--- config.mk ---
export PLATFORM = sky130hd
export DESIGN_NAME = flash_status_engine
export DESIGN_NICKNAME = d
export VERILOG_FILES = /design/src/rtl/fse_pkg.sv /design/src/rtl/fse_timer.sv /design/src/rtl/fse_seq.sv /design/src/rtl/fse_status.sv /design/src/rtl/flash_status_engine.sv
export SDC_FILE = /design/constraint.sdc
export NUM_CORES = 1
export LEC_CHECK = 0
export ABC_AREA = 1
export BUFFER_PORTS_ARGS = -buffer_cell sky130_fd_sc_hd__buf_4
export CAP_MARGIN = 20
export CELL_PAD_IN_SITES_DETAIL_PLACEMENT = 0
export CELL_PAD_IN_SITES_GLOBAL_PLACEMENT = 1
export CORE_MARGIN = 5
export CORE_UTILIZATION = 42
export DETAILED_ROUTE_END_ITERATION = 12
export PLACE_DENSITY_LB_ADDON = 0.1
export SYNTH_ARGS = -nofsm -noshare
export SYNTH_HDL_FRONTEND = slang
export SYNTH_SLANG_ARGS = --single-unit
--- constraint.sdc ---
create_clock -name clk_i -period 1.77 [get_ports clk_i]
set_input_delay 0.177 -clock clk_i [delete_from_list [all_inputs] [get_ports clk_i]]
set_output_delay 0.177 -clock clk_i [all_outputs]
set_load 0.02 [all_outputs]
--- src/rtl/fse_pkg.sv ---
package fse_pkg;
  typedef enum logic [1:0] {OP_NONE, OP_PROG, OP_SECT, OP_CHIP} op_e;
  localparam int unsigned ST_RDY    = 0;
  localparam int unsigned ST_PERR   = 3;
  localparam int unsigned ST_EERR   = 4;
  localparam int unsigned ST_PAR    = 6;
  localparam int unsigned ST_DONE_N = 7;
endpackage

--- src/rtl/fse_timer.sv ---
module fse_timer #(
  parameter int unsigned CW = 8
) (
  input  logic          clk_i,
  input  logic          rst_ni,
  input  logic          load_i,
  input  logic [CW-1:0] load_val_i,
  output logic          run_o,
  output logic          expire_o
);
  logic [CW-1:0] cnt_q;
  logic          run_q;

  assign expire_o = run_q && (cnt_q == '0);
  assign run_o    = run_q;

  always_ff @(posedge clk_i or negedge rst_ni) begin
    if (!rst_ni) begin
      cnt_q <= '0;
      run_q <= 1'b0;
    end else if (load_i) begin
      cnt_q <= load_val_i;
      run_q <= 1'b1;
    end else if (expire_o) begin
      run_q <= 1'b0;
    end else if (run_q) begin
      cnt_q <= cnt_q - 1'b1;
    end
  end

  AST_NO_RELOAD_BUSY: assert property (@(posedge clk_i) disable iff (!rst_ni)
    load_i |-> !run_q);
endmodule

--- src/rtl/fse_seq.sv ---
module fse_seq
  import fse_pkg::*;
#(
  parameter int unsigned PROG_CYC = 400,
  parameter int unsigned SECT_CYC = 4000,
  parameter int unsigned CHIP_CYC = 40000,
  parameter int unsigned ACC_NUM  = 4,
  parameter int unsigned ACC_DEN  = 5
) (
  input  logic clk_i,
  input  logic rst_ni,
  input  logic prog_req_i,
  input  logic sect_req_i,
  input  logic chip_req_i,
  input  logic accel_i,
  input  logic err_any_i,
  output logic start_o,
  output logic busy_o,
  output logic done_o,
  output logic done_erase_o
);
  localparam int unsigned NOM [3] = '{PROG_CYC, SECT_CYC, CHIP_CYC};
  localparam int unsigned MAX_AB  = (PROG_CYC > SECT_CYC) ? PROG_CYC : SECT_CYC;
  localparam int unsigned MAX_CYC = (MAX_AB > CHIP_CYC) ? MAX_AB : CHIP_CYC;
  localparam int unsigned CW      = $clog2(MAX_CYC + 1);

  logic [CW-1:0] nom_m1 [3];
  logic [CW-1:0] acc_m1 [3];

  for (genvar g = 0; g < 3; g++) begin : g_dur
    localparam int unsigned NV = (NOM[g] > 0) ? NOM[g] : 1;
    localparam int unsigned AV = ((NV * ACC_NUM) / ACC_DEN > 0) ? (NV * ACC_NUM) / ACC_DEN : 1;
    assign nom_m1[g] = CW'(NV - 1);
    assign acc_m1[g] = CW'(AV - 1);
  end

  op_e           req_op, op_q;
  logic [CW-1:0] load_val;
  logic          run;

  always_comb begin
    if (chip_req_i)      req_op = OP_CHIP;
    else if (sect_req_i) req_op = OP_SECT;
    else if (prog_req_i) req_op = OP_PROG;
    else                 req_op = OP_NONE;
  end

  assign start_o = !run && !err_any_i && (req_op != OP_NONE);

  always_comb begin
    unique case (req_op)
      OP_CHIP: load_val = accel_i ? acc_m1[2] : nom_m1[2];
      OP_SECT: load_val = accel_i ? acc_m1[1] : nom_m1[1];
      default: load_val = accel_i ? acc_m1[0] : nom_m1[0];
    endcase
  end

  always_ff @(posedge clk_i or negedge rst_ni) begin
    if (!rst_ni)      op_q <= OP_NONE;
    else if (start_o) op_q <= req_op;
  end

  assign done_erase_o = (op_q != OP_PROG);
  assign busy_o       = run;

  fse_timer #(.CW(CW)) u_timer (
    .clk_i      (clk_i),
    .rst_ni     (rst_ni),
    .load_i     (start_o),
    .load_val_i (load_val),
    .run_o      (run),
    .expire_o   (done_o)
  );

  AST_ERR_BLOCKS: assert property (@(posedge clk_i) disable iff (!rst_ni)
    (err_any_i && !run && (prog_req_i || sect_req_i || chip_req_i)) |=> !run);
  AST_START_RAISES_BUSY: assert property (@(posedge clk_i) disable iff (!rst_ni)
    start_o |=> run);
endmodule

--- src/rtl/fse_status.sv ---
module fse_status
  import fse_pkg::*;
(
  input  logic       clk_i,
  input  logic       rst_ni,
  input  logic       start_i,
  input  logic       done_i,
  input  logic       done_erase_i,
  input  logic       busy_i,
  input  logic       cell_ok_i,
  input  logic       clr_i,
  input  logic       par_set_i,
  output logic [7:0] status_o,
  output logic       err_any_o
);
  logic done_n_q, par_q, perr_q, eerr_q, rdy_q;

  always_ff @(posedge clk_i or negedge rst_ni) begin
    if (!rst_ni) begin
      done_n_q <= 1'b1;
      par_q    <= 1'b0;
      perr_q   <= 1'b0;
      eerr_q   <= 1'b0;
      rdy_q    <= 1'b1;
    end else begin
      if (par_set_i) par_q <= 1'b1;
      if (start_i) begin
        done_n_q <= 1'b1;
        rdy_q    <= 1'b0;
      end else if (done_i) begin
        done_n_q <= 1'b0;
        rdy_q    <= 1'b1;
        if (!cell_ok_i) begin
          if (done_erase_i) eerr_q <= 1'b1;
          else              perr_q <= 1'b1;
        end
      end else if (clr_i && !busy_i) begin
        perr_q   <= 1'b0;
        eerr_q   <= 1'b0;
        done_n_q <= 1'b1;
      end
    end
  end

  always_comb begin
    status_o            = '0;
    status_o[ST_RDY]    = rdy_q;
    status_o[ST_PERR]   = perr_q;
    status_o[ST_EERR]   = eerr_q;
    status_o[ST_PAR]    = par_q;
    status_o[ST_DONE_N] = done_n_q;
  end

  assign err_any_o = perr_q || eerr_q;

  AST_RSVD_ZERO: assert property (@(posedge clk_i) disable iff (!rst_ni)
    (status_o[1] == 1'b0) && (status_o[2] == 1'b0) && (status_o[5] == 1'b0));
  AST_B7_FALL_ON_DONE: assert property (@(posedge clk_i) disable iff (!rst_ni)
    $fell(status_o[ST_DONE_N]) |-> $past(done_i));
  AST_PAR_STICKY: assert property (@(posedge clk_i) disable iff (!rst_ni)
    $past(status_o[ST_PAR]) |-> status_o[ST_PAR]);
  AST_CLR_BUSY_IGNORED: assert property (@(posedge clk_i) disable iff (!rst_ni)
    (clr_i && busy_i) |=> ((!$past(perr_q) || perr_q) && (!$past(eerr_q) || eerr_q)));
endmodule

--- src/rtl/flash_status_engine.sv ---
module flash_status_engine #(
  parameter int unsigned PROG_CYC = 400,
  parameter int unsigned SECT_CYC = 4000,
  parameter int unsigned CHIP_CYC = 40000,
  parameter int unsigned ACC_NUM  = 4,
  parameter int unsigned ACC_DEN  = 5
) (
  input  logic       clk_i,
  input  logic       rst_ni,
  input  logic       prog_req_i,
  input  logic       sect_erase_req_i,
  input  logic       chip_erase_req_i,
  input  logic       clr_req_i,
  input  logic       par_set_i,
  input  logic       accel_i,
  input  logic       cell_ok_i,
  output logic [7:0] status_o,
  output logic       busy_o
);
  logic start, done, done_erase, err_any, busy;

  fse_seq #(
    .PROG_CYC (PROG_CYC),
    .SECT_CYC (SECT_CYC),
    .CHIP_CYC (CHIP_CYC),
    .ACC_NUM  (ACC_NUM),
    .ACC_DEN  (ACC_DEN)
  ) u_seq (
    .clk_i        (clk_i),
    .rst_ni       (rst_ni),
    .prog_req_i   (prog_req_i),
    .sect_req_i   (sect_erase_req_i),
    .chip_req_i   (chip_erase_req_i),
    .accel_i      (accel_i),
    .err_any_i    (err_any),
    .start_o      (start),
    .busy_o       (busy),
    .done_o       (done),
    .done_erase_o (done_erase)
  );

  fse_status u_status (
    .clk_i        (clk_i),
    .rst_ni       (rst_ni),
    .start_i      (start),
    .done_i       (done),
    .done_erase_i (done_erase),
    .busy_i       (busy),
    .cell_ok_i    (cell_ok_i),
    .clr_i        (clr_req_i),
    .par_set_i    (par_set_i),
    .status_o     (status_o),
    .err_any_o    (err_any)
  );

  assign busy_o = busy;

  AST_BUSY_MATCH: assert property (@(posedge clk_i) disable iff (!rst_ni)
    busy_o == !status_o[0]);
endmodule

==> results by group <==
Synth
  – Compound-cell area share of the yosys netlist: 9.06%
  – Number of synthesized register bits: 24
  – Fraction of the mapped netlist area in simple logic gates: 36.5%
  – Cells after synthesis: 234
  – Post-synthesis sequential area ratio: 36.4%
  – Post-synthesis share of cell area spent on full adders, half adders and majority gates: 3.78%
  – Post-synth design cell area: 1660 um2
  – EDFF count, synth: 0
  – Post-synth top area cell: sky130_fd_sc_hd__dfrtp_1
  – Primary flip-flop cell chosen by synthesis mapping: sky130_fd_sc_hd__dfrtp_1
  – Synth unique cells: 30
  – Post-synthesis share of cell area spent on xor and xnor gates: 2.11%
  – Top-area cell type share of the netlist area: 33.2%
  – Largest family of logic cells by synthesized area: simple AND/OR/NAND/NOR gates
  – Ranking of synthesized cells by area: sky130_fd_sc_hd__dfrtp_1, sky130_fd_sc_hd__nand2_1, sky130_fd_sc_hd__nor2_1, sky130_fd_sc_hd__inv_1, sky130_fd_sc_hd__nand3_1
  – Mux share of post-synthesis cell area: 0%
  – Proportion of register bits with asynchronous set or reset after synthesis: 100%
  – Warnings from Yosys: 0
  – Mean instance size in the synthesized netlist: 7.08 um2

STA
  – Minimum hold slack: 106 ps
  – Total count of hold-check failures in the final report: 0
  – Number of setup violations in the final report: 0
  – Setup skew after layout: 3.07 ps
  – Unrepaired setup endpoints after global routing: no
  – Final critical-path share of the clock period: 90.5%
  – Tmin final: 1600 ps
  – Accumulated negative setup slack: 0 ps
  – Maximum achievable frequency: 624 MHz
  – Count of final max-slew check failures: 0

Power
  – IR drop worst, VDD: 600 uV
  – LEAKAGE: 0.930 nW
  – Total power density per cell area: 1030 nW/um2
  – Power Total: 0.00192 W

Floorplan
  – Effective utilization at floorplan: 44.3%
  – Die Outline Area: 5300 um2
  – Number of rows in the core area: 22
  – Height of the chip: 72.8 um
  – Ports: 18
  – Area inside the core boundary: 3740 um2
  – Horizontal extent of the die: 72.8 um

Status
  – Status: completed

Global route
  – Initial antenna violation count: 0
  – Vias in the first global route: 1,499
  – Overflow left after global routing: 0
  – Wire length of the first global-routing pass: 6940 um
  – Gr usage total: 16.8%
  – Largest net degree at the start of global routing: 25

CTS
  – CTS max path bufs: 2
  – Buffer cell driving the clock tree root: sky130_fd_sc_hd__clkbuf_8
  – CTS Buf Count: 3
  – Register clock-pin slew on the reported worst setup and hold paths: 90 ps
  – H-tree Lvls: 1
  – Number of sinks on the clock net: 24
  – Skew-Pair Late Insertion Delay: 270 ps
  – Post-CTS repair timing setup buffer count: 0
  – TritonCTS clock tree: done

Route
  – Post-detailed-route via-to-cell ratio: 4.95
  – Residual antenna-violating net count after detailed routing: 0
  – Vias: 1,466
  – Routed wire length: 3930 um
  – Wire length per cell: 13.3 um
  – Count of routing violations after the opening detailed-route iteration: 85
  – Detailed-route DRC error count: 0
  – TritonRoute pass-1 iters: 4

Finish
  – Finished layout cell area: 1850 um2
  – Sequential cell area: 603 um2
  – Area used by multi-input combinational logic: 876 um2
  – Antenna cell count: 0
  – Layout cells sized above 1: 19.8%
  – Final #Nets: 263
  – Area added between synthesis and finish: 11.9%
  – Layout fillers: 401

Critical path
  – Setup slack of the worst register-to-register path: 170 ps
  – CP arrival: 1760 ps
  – Launching element type of the critical path: flip-flop
  – Setup CP Type: reg -> reg
  – Endpoint kind of the worst setup timing path: flip-flop
  – Worst Path Required: 1930 ps
  – Maximum fanout along the worst path: 7

Placed design
  – Detailed placer's ending HPWL: 3050 um
  – # port buffers: 14
  – GP Congestion: 0.880
  – Placed instance area: 1790 um2

Run
  – Total of max-cap violations: 0

Worst hold path
  – Hold Path Class: in -> reg
[area by class of cell]
cell class | instances | share of cell area (%)
well taps | 48 | 3.24
multi-input cells | 172 | 47.2
repair buffers | 20 | 8.91
flip-flops and latches | 24 | 32.5
clock buffers | 4 | 2.43
inverters | 28 | 5.67
[sequential cells by signal (all words and copies together) (netlist names)]
signal / flops
u_status.done_n_q: 1
u_status.perr_q: 1
u_status.par_q: 1
u_seq.op_q: 2
u_seq.u_timer.cnt_q: 16
u_status.rdy_q: 1
u_status.eerr_q: 1
u_seq.u_timer.run_o: 1
[cells by family after synthesis]
logic type,after synthesis
compound gates,25
xor+xnor,4
fa+ha+maj,5
buf+inv,40
flops,24
other cells,1
simple gates,135
[Yosys cell counts (2+ instances only)]
master and n:
sky130_fd_sc_hd__nand3_2 3, sky130_fd_sc_hd__a21oi_1 7, sky130_fd_sc_hd__inv_1 25, sky130_fd_sc_hd__buf_4 8, sky130_fd_sc_hd__buf_6 2, sky130_fd_sc_hd__nand4_1 5, sky130_fd_sc_hd__or2_2 2, sky130_fd_sc_hd__nand2_1 63
sky130_fd_sc_hd__ha_1 5, sky130_fd_sc_hd__nor2_2 6, sky130_fd_sc_hd__nor2_4 2, sky130_fd_sc_hd__buf_2 2, sky130_fd_sc_hd__o211ai_1 2, sky130_fd_sc_hd__nand2_2 3, sky130_fd_sc_hd__dfrtp_1 22, sky130_fd_sc_hd__o21ai_0 9
sky130_fd_sc_hd__inv_2 3, sky130_fd_sc_hd__nor2_1 33, sky130_fd_sc_hd__o21ai_2 2, sky130_fd_sc_hd__nand3_1 17, sky130_fd_sc_hd__xor2_1 3, sky130_fd_sc_hd__dfstp_2 2
[metal layers]
metal	GRT usage (%)	vias up	wire length [um]
li1	-	752	-
met2	26.6	17	1770
met5	0	-	0
met4	6.35	0	60
met3	2.07	6	109
met1	23.4	691	1990
[power by group]
group / internal (W) / switching, W / leakage, nW
Sequential: 0.000697 / 0.000179 / 0.281
Clock: 0.000161 / 0.000181 / 0.0228
Combinational: 0.000281 / 0.000419 / 0.626
[what timing repair did]
item                                    CTS  global route
resized for setup                         0             4
hold buffers                              1             0
endpoints found under the hold margin    22             0
endpoints found under the setup margin    0            12
[layout by cell type, fill, tap and decap left out, drive strengths merged]
cell | netlist | layout
inv | 28 | 28
nand4 | 5 | 5
ha | 5 | 5
xor2 | 3 | 3
xnor2 | 1 | 1
clkbuf | 0 | 4
a21oi | 7 | 7
nand2 | 66 | 66
o21bai | 1 | 1
nand3 | 20 | 20
dfstp | 2 | 2
buf | 12 | 19
or2 | 3 | 3
o22ai | 1 | 1
conb | 1 | 3
a31oi | 1 | 1
dlygate4sd3 | 0 | 1
dfrtp | 22 | 22
a22oi | 1 | 1
o21ai | 12 | 12
o211ai | 2 | 2
nor2 | 41 | 41
[worst paths after layout]
path	to	cells past startpoint	start
setup / recovery	u_seq.u_timer.cnt_q[5]	9	u_seq.u_timer.cnt_q[0]
hold / removal	u_status.par_q	2	par_set_i
setup reg to reg	u_seq.u_timer.cnt_q[5]	9	u_seq.u_timer.cnt_q[0]
hold reg to reg	u_status.done_n_q	2	u_status.done_n_q
max in group asynchronous	u_status.done_n_q	2	rst_ni
min in group asynchronous	u_seq.u_timer.cnt_q[0]	2	rst_ni
[through the flow]
step | setup slack, ps | util [%] | instances
floorplan | 271 | - | 236
global placement | 48.4 | 47.7 | 291
detailed placement | 67.6 | 47.7 | 291
CTS | 57.3 | 49.2 | 296
global route | 14.6 | 49.5 | 296
finish | 169 | 49.5 | 296
[worst max-delay path, stage by stage, from the launching register on]
cell	delay, ps
sky130_fd_sc_hd__dfrtp_1	370
sky130_fd_sc_hd__inv_1	110
sky130_fd_sc_hd__ha_2	240
sky130_fd_sc_hd__nand3_2	170
sky130_fd_sc_hd__nor2_4	170
sky130_fd_sc_hd__nand2_1	70
sky130_fd_sc_hd__nand2_2	140
sky130_fd_sc_hd__inv_2	90
sky130_fd_sc_hd__nand2_1	60
sky130_fd_sc_hd__o211ai_1	70
(Power assumes the default switching activity.)
